<file path="src/rtl/ivr_pkg.sv">
package ivr_pkg;
  localparam int WORD_W    = 32;
  localparam int VEC_WORDS = 4;
  localparam int VEC_W     = WORD_W * VEC_WORDS;
  localparam int VEC_BYTES = VEC_WORDS * 4;
  localparam int SIZE_W    = 5;
  localparam int MIN_LOG2  = 3;

  typedef struct packed {
    logic [SIZE_W-1:0] size_log2;
    logic              wb_en;
    logic              ovf_clr;
    logic              ovf_det;
    logic              intr_en;
    logic              ring_en;
  } ctrl_t;

  typedef enum logic [2:0] {
    RA_CTRL  = 3'd0,
    RA_BASE  = 3'd1,
    RA_RPTR  = 3'd2,
    RA_WPTR  = 3'd3,
    RA_WB_LO = 3'd4,
    RA_WB_HI = 3'd5
  } reg_addr_e;

  // Byte mask of the ring for a size given as log2 of 32-bit words.
  function automatic logic [31:0] ring_mask(input logic [SIZE_W-1:0] lg, input int max_lg);
    int e;
    e = int'(lg);
    if (e < MIN_LOG2) e = MIN_LOG2;
    if (e > max_lg) e = max_lg;
    return (32'd4 << e) - 32'd1;
  endfunction

  // Pointer after one record, wrapped into the ring.
  function automatic logic [31:0] ring_step(input logic [31:0] ptr, input logic [31:0] mask);
    return (ptr + 32'(VEC_BYTES)) & mask;
  endfunction
endpackage

</file>
<file path="src/rtl/ivr_regs.sv">
module ivr_regs
  import ivr_pkg::*;
#(
  parameter int PTR_W  = 16,
  parameter int ADDR_W = 40,
  parameter int WBHI_W = ADDR_W - 32
) (
  input  logic              clk,
  input  logic              rst_n,
  input  logic              reg_wr_en,
  input  logic [2:0]        reg_addr,
  input  logic [31:0]       reg_wr_data,
  input  logic [31:0]       wptr_status,
  output logic [31:0]       reg_rd_data,
  output ctrl_t             ctrl,
  output logic [31:0]       base_q,
  output logic [PTR_W-1:0]  rptr_q,
  output logic [ADDR_W-1:0] wb_addr,
  output logic              wptr_load,
  output logic [PTR_W-1:0]  wptr_load_val
);
  logic [31:0]       wb_lo_q;
  logic [WBHI_W-1:0] wb_hi_q;
  reg_addr_e         ra;

  assign ra = reg_addr_e'(reg_addr);

  always_ff @(posedge clk or negedge rst_n) begin
    if (!rst_n) begin
      ctrl    <= '0;
      base_q  <= '0;
      rptr_q  <= '0;
      wb_lo_q <= '0;
      wb_hi_q <= '0;
    end else if (reg_wr_en) begin
      case (ra)
        RA_CTRL: begin
          ctrl.ring_en   <= reg_wr_data[0];
          ctrl.intr_en   <= reg_wr_data[1];
          ctrl.ovf_det   <= reg_wr_data[2];
          ctrl.ovf_clr   <= reg_wr_data[3];
          ctrl.wb_en     <= reg_wr_data[4];
          ctrl.size_log2 <= reg_wr_data[8 +: SIZE_W];
        end
        RA_BASE:  base_q  <= reg_wr_data;
        RA_RPTR:  rptr_q  <= reg_wr_data[PTR_W-1:0];
        RA_WB_LO: wb_lo_q <= reg_wr_data;
        RA_WB_HI: wb_hi_q <= reg_wr_data[WBHI_W-1:0];
        default: ;
      endcase
    end
  end

  assign wptr_load     = reg_wr_en && (ra == RA_WPTR);
  assign wptr_load_val = reg_wr_data[PTR_W-1:0];
  assign wb_addr       = {wb_hi_q, wb_lo_q};

  always_comb begin
    reg_rd_data = '0;
    case (ra)
      RA_CTRL: begin
        reg_rd_data[0]            = ctrl.ring_en;
        reg_rd_data[1]            = ctrl.intr_en;
        reg_rd_data[2]            = ctrl.ovf_det;
        reg_rd_data[3]            = ctrl.ovf_clr;
        reg_rd_data[4]            = ctrl.wb_en;
        reg_rd_data[8 +: SIZE_W]  = ctrl.size_log2;
      end
      RA_BASE:  reg_rd_data = base_q;
      RA_RPTR:  reg_rd_data = 32'(rptr_q);
      RA_WPTR:  reg_rd_data = wptr_status;
      RA_WB_LO: reg_rd_data = wb_lo_q;
      RA_WB_HI: reg_rd_data = 32'(wb_hi_q);
      default:  reg_rd_data = '0;
    endcase
  end

  // a CTRL write is visible in the control outputs on the next cycle
  a_r8_ctrl_write: assert property (@(posedge clk) disable iff (!rst_n)
    (reg_wr_en && ra == RA_CTRL) |=> (ctrl.ring_en == $past(reg_wr_data[0])));
endmodule

</file>
<file path="src/rtl/ivr_ptr.sv">
module ivr_ptr
  import ivr_pkg::*;
#(
  parameter int PTR_W    = 16,
  parameter int MAX_LOG2 = PTR_W - 2
) (
  input  logic              clk,
  input  logic              rst_n,
  input  logic [SIZE_W-1:0] size_log2,
  input  logic              ovf_det,
  input  logic              ovf_clr,
  input  logic [PTR_W-1:0]  rptr,
  input  logic              commit,
  input  logic              load,
  input  logic [PTR_W-1:0]  load_val,
  output logic [PTR_W-1:0]  wptr,
  output logic              ovf,
  output logic [31:0]       wptr_status
);
  logic [PTR_W-1:0] mask;
  logic [PTR_W-1:0] nxt;
  logic             hit_rptr;

  assign mask     = PTR_W'(ring_mask(size_log2, MAX_LOG2));
  assign nxt      = PTR_W'(ring_step(32'(wptr), 32'(mask)));
  assign hit_rptr = (nxt == (rptr & mask));

  always_ff @(posedge clk or negedge rst_n) begin
    if (!rst_n) begin
      wptr <= '0;
    end else if (load) begin
      wptr <= load_val & mask & ~PTR_W'(VEC_BYTES - 1);
    end else if (commit) begin
      wptr <= nxt;
    end
  end

  always_ff @(posedge clk or negedge rst_n) begin
    if (!rst_n) begin
      ovf <= 1'b0;
    end else if (ovf_clr) begin
      ovf <= 1'b0;
    end else if (commit && !load && ovf_det && hit_rptr) begin
      ovf <= 1'b1;
    end
  end

  assign wptr_status = 32'(wptr) | {31'b0, ovf};

  // the clear bit wins over any overflow
  a_r4_clear_wins: assert property (@(posedge clk) disable iff (!rst_n)
    ovf_clr |=> !ovf);
  // the flag is sticky until cleared
  a_r3_sticky: assert property (@(posedge clk) disable iff (!rst_n)
    (ovf && !ovf_clr) |=> ovf);
  // every commit moves the pointer (the ring holds at least two records)
  a_r2_moves: assert property (@(posedge clk) disable iff (!rst_n)
    (commit && !load) |=> (wptr != $past(wptr)));
  // the pointer stays on record boundaries
  a_r2_aligned: assert property (@(posedge clk) disable iff (!rst_n)
    wptr[3:0] == 4'd0);
endmodule

</file>
<file path="src/rtl/ivr_seq.sv">
module ivr_seq
  import ivr_pkg::*;
#(
  parameter int ADDR_W = 40
) (
  input  logic              clk,
  input  logic              rst_n,
  input  logic              start,
  input  logic [VEC_W-1:0]  vec,
  input  logic [ADDR_W-1:0] slot_addr,
  input  logic              wb_en,
  input  logic [ADDR_W-1:0] wb_addr,
  input  logic [31:0]       wptr_status,
  input  logic              mem_wr_ready,
  output logic              mem_wr_valid,
  output logic [ADDR_W-1:0] mem_wr_addr,
  output logic [31:0]       mem_wr_data,
  output logic              commit,
  output logic              busy
);
  localparam int BEAT_W  = 3;
  localparam int LAST_DW = VEC_WORDS - 1;

  logic              busy_q;
  logic [BEAT_W-1:0] beat_q;
  logic [VEC_W-1:0]  vec_q;
  logic [ADDR_W-1:0] addr_q;
  logic [ADDR_W-1:0] wba_q;
  logic              wb_q;
  logic              fire;
  logic              done;
  logic              wb_beat;
  logic [31:0]       words [VEC_WORDS];

  for (genvar g = 0; g < VEC_WORDS; g++) begin : g_word
    assign words[g] = vec_q[g*WORD_W +: WORD_W];
  end

  assign fire    = busy_q && mem_wr_ready;
  assign wb_beat = (beat_q == BEAT_W'(VEC_WORDS));
  assign commit  = fire && (beat_q == BEAT_W'(LAST_DW));
  assign done    = fire && (wb_beat || (commit && !wb_q));

  always_ff @(posedge clk or negedge rst_n) begin
    if (!rst_n) begin
      busy_q <= 1'b0;
      beat_q <= '0;
      vec_q  <= '0;
      addr_q <= '0;
      wba_q  <= '0;
      wb_q   <= 1'b0;
    end else if (start && !busy_q) begin
      busy_q <= 1'b1;
      beat_q <= '0;
      vec_q  <= vec;
      addr_q <= slot_addr;
      wba_q  <= wb_addr;
      wb_q   <= wb_en;
    end else if (done) begin
      busy_q <= 1'b0;
      beat_q <= '0;
    end else if (fire) begin
      beat_q <= beat_q + 1'b1;
    end
  end

  assign mem_wr_valid = busy_q;
  assign busy         = busy_q;
  assign mem_wr_addr  = wb_beat ? wba_q : addr_q + ADDR_W'({beat_q, 2'b00});
  assign mem_wr_data  = wb_beat ? wptr_status : words[beat_q[1:0]];

  // the first beat goes to the slot captured at acceptance
  a_r1_first_beat: assert property (@(posedge clk) disable iff (!rst_n)
    (start && !busy_q) |=> (mem_wr_valid && mem_wr_addr == $past(slot_addr)));
  // data beats step by one word
  a_r1_addr_step: assert property (@(posedge clk) disable iff (!rst_n)
    (fire && beat_q < BEAT_W'(LAST_DW)) |=> (mem_wr_addr == $past(mem_wr_addr) + ADDR_W'(4)));
  // a stalled request holds its address
  a_r7_hold: assert property (@(posedge clk) disable iff (!rst_n)
    (mem_wr_valid && !mem_wr_ready) |=> (mem_wr_valid && $stable(mem_wr_addr)));
endmodule

</file>
<file path="src/rtl/ivr_writer.sv">
module ivr_writer
  import ivr_pkg::*;
#(
  parameter int MAX_LOG2   = 14,
  parameter int ADDR_W     = 40,
  parameter int BASE_SHIFT = 8,
  localparam int PTR_W     = MAX_LOG2 + 2
) (
  input  logic              clk,
  input  logic              rst_n,
  input  logic              src_valid,
  output logic              src_ready,
  input  logic [VEC_W-1:0]  src_vec,
  output logic              mem_wr_valid,
  input  logic              mem_wr_ready,
  output logic [ADDR_W-1:0] mem_wr_addr,
  output logic [31:0]       mem_wr_data,
  input  logic              reg_wr_en,
  input  logic [2:0]        reg_addr,
  input  logic [31:0]       reg_wr_data,
  output logic [31:0]       reg_rd_data,
  output logic              busy
);
  ctrl_t             ctrl;
  logic [31:0]       base_q;
  logic [PTR_W-1:0]  rptr_q;
  logic [ADDR_W-1:0] wb_addr;
  logic              wptr_load;
  logic [PTR_W-1:0]  wptr_load_val;
  logic [PTR_W-1:0]  wptr;
  logic              ovf;
  logic [31:0]       wptr_status;
  logic              commit;
  logic              seq_busy;
  logic              accept;
  logic [ADDR_W-1:0] slot_addr;

  ivr_regs #(.PTR_W(PTR_W), .ADDR_W(ADDR_W)) u_regs (
    .clk, .rst_n, .reg_wr_en, .reg_addr, .reg_wr_data, .wptr_status,
    .reg_rd_data, .ctrl, .base_q, .rptr_q, .wb_addr, .wptr_load, .wptr_load_val
  );

  ivr_ptr #(.PTR_W(PTR_W), .MAX_LOG2(MAX_LOG2)) u_ptr (
    .clk, .rst_n, .size_log2(ctrl.size_log2), .ovf_det(ctrl.ovf_det),
    .ovf_clr(ctrl.ovf_clr), .rptr(rptr_q), .commit, .load(wptr_load),
    .load_val(wptr_load_val), .wptr, .ovf, .wptr_status
  );

  assign src_ready = ctrl.ring_en && ctrl.intr_en && !seq_busy;
  assign accept    = src_valid && src_ready;
  assign slot_addr = (ADDR_W'(base_q) << BASE_SHIFT) + ADDR_W'(wptr);

  ivr_seq #(.ADDR_W(ADDR_W)) u_seq (
    .clk, .rst_n, .start(accept), .vec(src_vec), .slot_addr,
    .wb_en(ctrl.wb_en), .wb_addr, .wptr_status, .mem_wr_ready,
    .mem_wr_valid, .mem_wr_addr, .mem_wr_data, .commit, .busy(seq_busy)
  );

  assign busy = seq_busy;

  // no second vector is taken while the first is being written
  a_r6_no_back_to_back: assert property (@(posedge clk) disable iff (!rst_n)
    accept |=> !src_ready);
  // accepted work shows as busy on the next cycle
  a_r7_busy_after_accept: assert property (@(posedge clk) disable iff (!rst_n)
    accept |=> busy);
  // overflow only rises on a commit
  a_r3_rise_on_commit: assert property (@(posedge clk) disable iff (!rst_n)
    $rose(ovf) |-> $past(commit));
endmodule

</file>
<file path="config.mk">
export PLATFORM = sky130hd
export DESIGN_NAME = ivr_writer
export DESIGN_NICKNAME = d
export VERILOG_FILES = /design/src/rtl/ivr_pkg.sv /design/src/rtl/ivr_regs.sv /design/src/rtl/ivr_ptr.sv /design/src/rtl/ivr_seq.sv /design/src/rtl/ivr_writer.sv
export SDC_FILE = /design/constraint.sdc
export NUM_CORES = 1
export LEC_CHECK = 0
export CORE_ASPECT_RATIO = 0.5
export CORE_MARGIN = 5
export CORE_UTILIZATION = 59
export DETAILED_ROUTE_END_ITERATION = 10
export GPL_TIMING_DRIVEN = 0
export PLACE_DENSITY_LB_ADDON = 0.05
export SLEW_MARGIN = 20
export SYNTH_ARGS = -nofsm -noshare
export SYNTH_HDL_FRONTEND = slang
export SYNTH_SLANG_ARGS = --single-unit
</file>
<file path="constraint.sdc">
create_clock -name clk -period 5.6 [get_ports clk]
set_input_delay 0.84 -clock clk [delete_from_list [all_inputs] [get_ports clk]]
set_output_delay 0.84 -clock clk [all_outputs]
set_load 0.01 [all_outputs]
</file>
==> results of run 1 <==
-- placed cells by master (no fill, tap or decap), types with 5 or more instances in the layout --
cell type	n
xnor2_1	63
nand3_1	40
dfrtp_1	324
a31oi_1	8
buf_1	14
o22ai_1	12
ha_1	17
clkbuf_16	29
nor2_1	90
nand2b_1	6
nand4_1	9
mux2_2	67
and3_1	18
mux2i_1	21
buf_2	16
inv_1	33
clkbuf_8	7
o21ai_1	38
mux2_1	47
and4_1	5
nor3_1	15
clkdlybuf4s50_1	273
clkbuf_1	78
a22o_1	18
a21oi_1	66
o21ai_0	34
and2_1	25
xor2_1	23
a22oi_1	5
nor4_1	5
a2111oi_2	7
nand2_1	607
a211oi_1	8
or3_1	6
clkinv_2	7
mux4_2	34
-- final cells by class --
class | count | share of cell area (%)
plain buffers | 110 | 2.11
multi-input cells | 1345 | 38.9
clock inverters | 14 | 0.747
well taps | 382 | 2.25
flip-flops and latches | 324 | 38.1
clock buffers | 38 | 3.90
repair buffers | 278 | 13.4
diodes | 2 | 0.0235
inverters | 34 | 0.600
-- how the worst max path moves through the flow --
stage	endpoint	slack (ns)	cells past startpoint
3_5_place_dp	mem_wr_addr[34]	0.87	11
3_3_place_gp	u_seq.vec_q[83]	-10.47	1
2_1_floorplan	mem_wr_addr[26]	2.12	9
6_report	mem_wr_addr[34]	0.17	11
5_1_grt	mem_wr_addr[32]	0.04	11
4_1_cts	mem_wr_addr[34]	0.24	11
-- stage by stage --
stage | TNS, ns | cells | area (µm²) | utilization (%)
CTS | 0 | 2524 | 21300 | 75.9
global placement | -3372.23 | 2469 | 20200 | 72.0
global route | 0 | 2525 | 21300 | 75.9
floorplan | 0 | 1813 | 17000 | -
detailed placement | 0 | 2472 | 20300 | 72.3
finish | 0 | 2527 | 21300 | 75.9
-- per-layer routing --
metal,global-route usage (%),share of wire [%],up-vias
li1,-,-,6736
met1,44.1,41,7224
met2,54.7,47,666
met3,7.53,8.8,134
met4,10.8,3.4,6
met5,0,0.065,-
-- worst max-delay path: stages, from the launching register on --
cell and delay [ns]:
dfrtp_1 0.40, clkbuf_1 0.32, buf_1 0.55, inv_1 0.19, fa_1 0.45, nand2b_1 0.22, a21boi_4 0.39, nand4_1 0.39
nor3_1 0.29, xnor2_1 0.11, a21oi_1 0.15, clkdlybuf4s50_1 0.55
-- kinds of logic (layout without fill, tap and decap cells) --
kind of cell	Yosys count	in the layout
muxes	169	169
DFF	324	324
xor gates and xnor gates	86	86
AOI/OAI and AO/OA	225	225
other	1	4
adders and majority gates	19	19
and+or+nand+nor	844	844
buffers and inverters	144	474
-- registers in the layout, summed over array words and instances (netlist names) --
register	flops
u_ptr.ovf	1
u_ptr.wptr	14
u_regs.base_q	32
u_regs.ctrl	10
u_regs.rptr_q	16
u_regs.wb_hi_q	8
u_regs.wb_lo_q	32
u_seq.addr_q	38
u_seq.beat_q	3
u_seq.busy	1
u_seq.vec_q	128
u_seq.wb_q	1
u_seq.wba_q	40
-- power by group through the flow --
stage                     clock (mW)  combinational (mW)  sequential [mW]
after CTS                       2.13                4.31             3.95
after global routing            2.22                4.68             4.08
final                           2.11                4.30             3.99
after floorplan                    0                2.55             3.72
after detailed placement           0                4.27             3.98
after global placement             0                4.18             3.96
==> impl_results.md, run 1 <==
* Status: finished clean
* Grt total ovfl at 0
* CP Launch Point: u_seq.beat_q[1]
* Setup bufs post-CTS at 0
* Synth top cells by count: 607 x nand2_1, 324 x dfrtp_1, 90 x nor2_1
* Final #Nets at 2309
* DR vias/cell at 5.84
* Synth Area in Simple Gates at 21.0%
* Die width at 250 µm
* Placeable Area at 0.0280 mm²
* Inserted Clock Buffers at 29
* Fin Hold WS at 0.201 ns
* Internal power at 6.58 mW
* Initial Util at 60.5%
* Register Area at 0.00811 mm²
* Period utilisation layout at 96.9%
* Worst vdd ir at 306 µV
* Yosys cell types at 62
* Worst skew pair latency at 0.58 ns
* Lkg Pwr at 9.52 nW
* GP Congestion at 0.989
* Overall routing resource usage at 33.0%
* Avg Cell Area, Syn at 9.36 µm²
* Largest family of logic cells by synthesized area: simple AND/OR/NAND/NOR gates
* Initial antenna violation count at 3
* Synth top area share at 47.8%
* Clock Path Buffers at 3
* Crit Path Max Fanout at 10
* Number of routed nets with antenna violations at 0
* Routed wire length at 54100 µm
* Multi-input combinational cell area at 0.00828 mm²
* HP Class: input port to async pin
* Comb pwr share at 41.4%
* Synth area leader: dfrtp_1
* Final Slew Violations at 0
* YS warnings at 0
* Share of cells above drive strength 1 at 9.10%
* PostCTS Resize Cnt at 0
* Clock transition at path regs at 0.07 ns
* IO Pins at 275
* Vias in the first global route at 14700
* Clock sink count at 324
* Synth area leaders: dfrtp_1 48%, nand2_1 13%, mux4_2 4.5%, mux2_2 4.4%, xnor2_1 3.3%
* Data required, critical path at 4.76 ns
* Post-Synthesis Cell Area at 0.0170 mm²
* Final setup fails at 0
* Worst Reg2Reg Path Length in Cells at 9
* Final hold violation count at 0
* Largest net degree at the start of global routing at 102
* Pwr Density at 488 mW/mm²
* CTS tree: done
* Synth Area in Compound Gates at 8.47%
* H-tree depth at 1
* Crit Reg-Reg Endpoint: u_seq.beat_q[0]
* Vias at 14800
* Pre-CTS WS at 0.869 ns
* Max_cap viols at 0
* Type of the worst setup path: register to output port
* EDFF count, synth at 0
* Worst-Margin Slew at 0.991 ns
* Fin Clk Skew at 0.0157 ns
* Mux cell area share after synthesis at 13.3%
* CP endpoint kind: output port
* CTS Root Buffer Type: clkbuf_16
* Wire per inst at 21.4 µm
* DP Wirelength at 40200 µm
* RSZ-0062 raised after global routing: false
* Final Power at 10.4 mW
* Starting DRT DRC Count at 1493
* Net Sw Frac at 36.7%
* Worst r2r src: u_seq.beat_q[1]
* NetSw at 3.81 mW
* Cells after synthesis at 1812
* # rows at 43
* Async set or reset register ratio after synthesis at 100%
* Buffers on Ports at 274
* Sequential fraction of the synthesis area at 47.8%
* Count leader, synth: nand2_1
* Hold buffers post-CTS at 0
* Clk pwr share at 20.3%
* Worst setup SP type: register
* Synth Area in XOR/XNOR at 4.44%
* P&R area growth vs syn at 25.5%
* FF-to-FF setup slack at 2.48 ns
* Yosys reg bits at 324
* Number of remaining DRC errors at 0
* Die area at 0.0324 mm²
* First-pass GRT wire length at 83700 µm
* Post-layout min period at 5.43 ns
* WP data arrival at 4.59 ns
* Fillers at 2036
* Max-slew headroom at 33.6%
* Vert. Die Dim at 130 µm
* Post-Synth Adder-Cell Area at 1.49%
* Fmax at 184 MHz
* Sequential share of power at 38.3%
* Setup slack after layout at 0.172 ns
* DRT Pass-1 Iters at 6
* Synth Flop Type: dfrtp_1
Power figures use the tool's default switching activity.
==> inputs of run 2 (changes only) <==
--- a/config.mk
+++ b/config.mk
@@ -5,6 +5,7 @@
 export SDC_FILE = /design/constraint.sdc
 export NUM_CORES = 1
 export LEC_CHECK = 0
+export ABC_CLOCK_PERIOD_IN_PS = 5600
 export CORE_ASPECT_RATIO = 0.5
 export CORE_MARGIN = 5
 export CORE_UTILIZATION = 59
==> results of run 2 <==
The final DEF is identical to that of run 1; final timing and power are the same.
==> inputs of run 3 (changes only) <==
--- a/config.mk
+++ b/config.mk
@@ -11,6 +11,7 @@
 export CORE_UTILIZATION = 59
 export DETAILED_ROUTE_END_ITERATION = 10
 export GPL_TIMING_DRIVEN = 0
+export MAX_ROUTING_LAYER = met4
 export PLACE_DENSITY_LB_ADDON = 0.05
 export SLEW_MARGIN = 20
 export SYNTH_ARGS = -nofsm -noshare
==> impl_results.md, run 3 (synthesis gave the netlist of run 1 again) <==
* Pwr Density at 495 mW/mm²
* # rows at 43
* Worst-Margin Slew at 1.12 ns
* Fin Hold WS at 0.178 ns
* First-pass GRT wire length at 85000 µm
* WP data arrival at 4.32 ns
* Data required, critical path at 4.76 ns
* Final Slew Violations at 0
* DRT Pass-1 Iters at 8
* GP Congestion at 1.00
* Most frequent cells in the layout: 607 x nand2_1, 324 x dfrtp_1, 273 x clkdlybuf4s50_1, 90 x nor2_1, 79 x clkbuf_1
* Grt total ovfl at 0
* Status: finished clean
* Placeable Area at 0.0280 mm²
* Routed wire length at 54800 µm
* Period utilisation layout at 92.2%
* Setup TNS Final at 0 ns
* Pre-CTS WS at 0.855 ns
* Top flop regs: u_seq.vec_q x128, u_seq.wba_q x40, u_seq.addr_q x38
* Final Util at 76.4%
* Die area at 0.0324 mm²
* Worst vdd ir at 313 µV
* Buffers on Ports at 274
* Worst r2r src: u_seq.busy
* Max_cap viols at 0
* Die width at 250 µm
* Clock transition at path regs at 0.07 ns
* Hold buffers post-CTS at 0
* Worst skew pair latency at 0.57 ns
* Max-slew headroom at 25.0%
* Commonest non-fill, non-tap cell in the layout: nand2_1
* CP endpoint kind: output port
* Vias in the first global route at 14900
* Number of routed nets with antenna violations at 0
* Lkg Pwr at 9.55 nW
* Vert. Die Dim at 130 µm
* Type of the worst setup path: register to output port
* Crit Reg-Reg Endpoint: u_seq.wba_q[30]
* Setup slack after layout at 0.438 ns
* Largest net degree at the start of global routing at 85
* Overall routing resource usage at 34.6%
* DP Wirelength at 40300 µm
* Worst setup SP type: register
* Post-layout min period at 5.16 ns
* Wire per inst at 21.6 µm
* Largest register FFs at 128
* Fillers at 2031
* FF-to-FF setup slack at 2.53 ns
* Initial antenna violation count at 4
* Final Power at 10.6 mW
* Share of cells above drive strength 1 at 9.18%
* Inserted Clock Buffers at 30
* Worst Reg2Reg Path Length in Cells at 7
* CTS tree: done
* Initial Util at 60.5%
* Clock Path Buffers at 3
* CTS Root Buffer Type: clkbuf_16
* Final #Nets at 2310
* IO Pins at 275
* Number of remaining DRC errors at 0
* HP Class: input port to async pin
* Fmax at 194 MHz
* Clock sink count at 324
* Most flop-heavy register: u_seq.vec_q
* PostCTS Resize Cnt at 0
* P&R area growth vs syn at 26.3%
* Final setup fails at 0
* RSZ-0062 raised after global routing: false
* H-tree depth at 1
* Starting DRT DRC Count at 1464
* Vias at 14900
* Crit Path Max Fanout at 10
* Fin Clk Skew at 0.0141 ns
* DR vias/cell at 5.87
* Setup bufs post-CTS at 0
* Final hold violation count at 0
==> run 3: layer usage <==
metal | GRT usage (%) | up-vias | part of all wire [%]
li1 | - | 6738 | -
met1 | 44.8 | 7294 | 40
met2 | 56.3 | 709 | 47
met3 | 7.81 | 121 | 9.3
met4 | 9.16 | 0 | 3.0
met5 | - | - | 0
==> run 3: where the power goes <==
part,internal [mW],switching [mW],leakage (nW)
Combinational,2.18,2.15,5.00
Sequential,3.23,0.762,4.03
Clock,1.33,0.956,0.516
==> run 3: how the worst max path moves through the flow <==
stage / startpoint / cells past startpoint / endpoint
2_1_floorplan: u_seq.beat_q[1] / 9 / mem_wr_addr[26]
4_1_cts: u_seq.beat_q[1] / 11 / mem_wr_addr[34]
3_3_place_gp: rst_n / 1 / u_seq.vec_q[83]
3_5_place_dp: u_seq.beat_q[1] / 11 / mem_wr_addr[34]
6_report: u_seq.beat_q[1] / 11 / mem_wr_addr[34]
5_1_grt: u_seq.beat_q[0] / 10 / mem_wr_data[9]
==> run 3: critical path, cell delays in order (launching register included) <==
cell	delay, ns
dfrtp_1	0.40
clkbuf_1	0.36
clkbuf_2	0.38
inv_1	0.14
fa_1	0.44
nand2b_1	0.22
a21boi_4	0.37
nand4_1	0.36
nor3_1	0.29
xnor2_1	0.10
a21oi_1	0.14
clkdlybuf4s50_1	0.55
==> run 3: layout make-up <==
| class | instances | area (µm²) | share of cell area [%] |
|---|---|---|---|
| flip-flops and latches | 324 | 8110 | 37.9 |
| plain buffers | 110 | 449 | 2.10 |
| diodes | 5 | 12.5 | 0.0584 |
| clock inverters | 17 | 269 | 1.26 |
| inverters | 34 | 128 | 0.596 |
| well taps | 382 | 478 | 2.23 |
| clock buffers | 37 | 828 | 3.87 |
| repair buffers | 278 | 2860 | 13.3 |
| multi-input cells | 1345 | 8280 | 38.7 |
==> run 3: metrics by stage <==
step / instances / instance area, µm²
detailed placement: 2473 / 20300
floorplan: 1813 / 17000
CTS: 2527 / 21400
global route: 2531 / 21400
finish: 2532 / 21400
global placement: 2469 / 20200
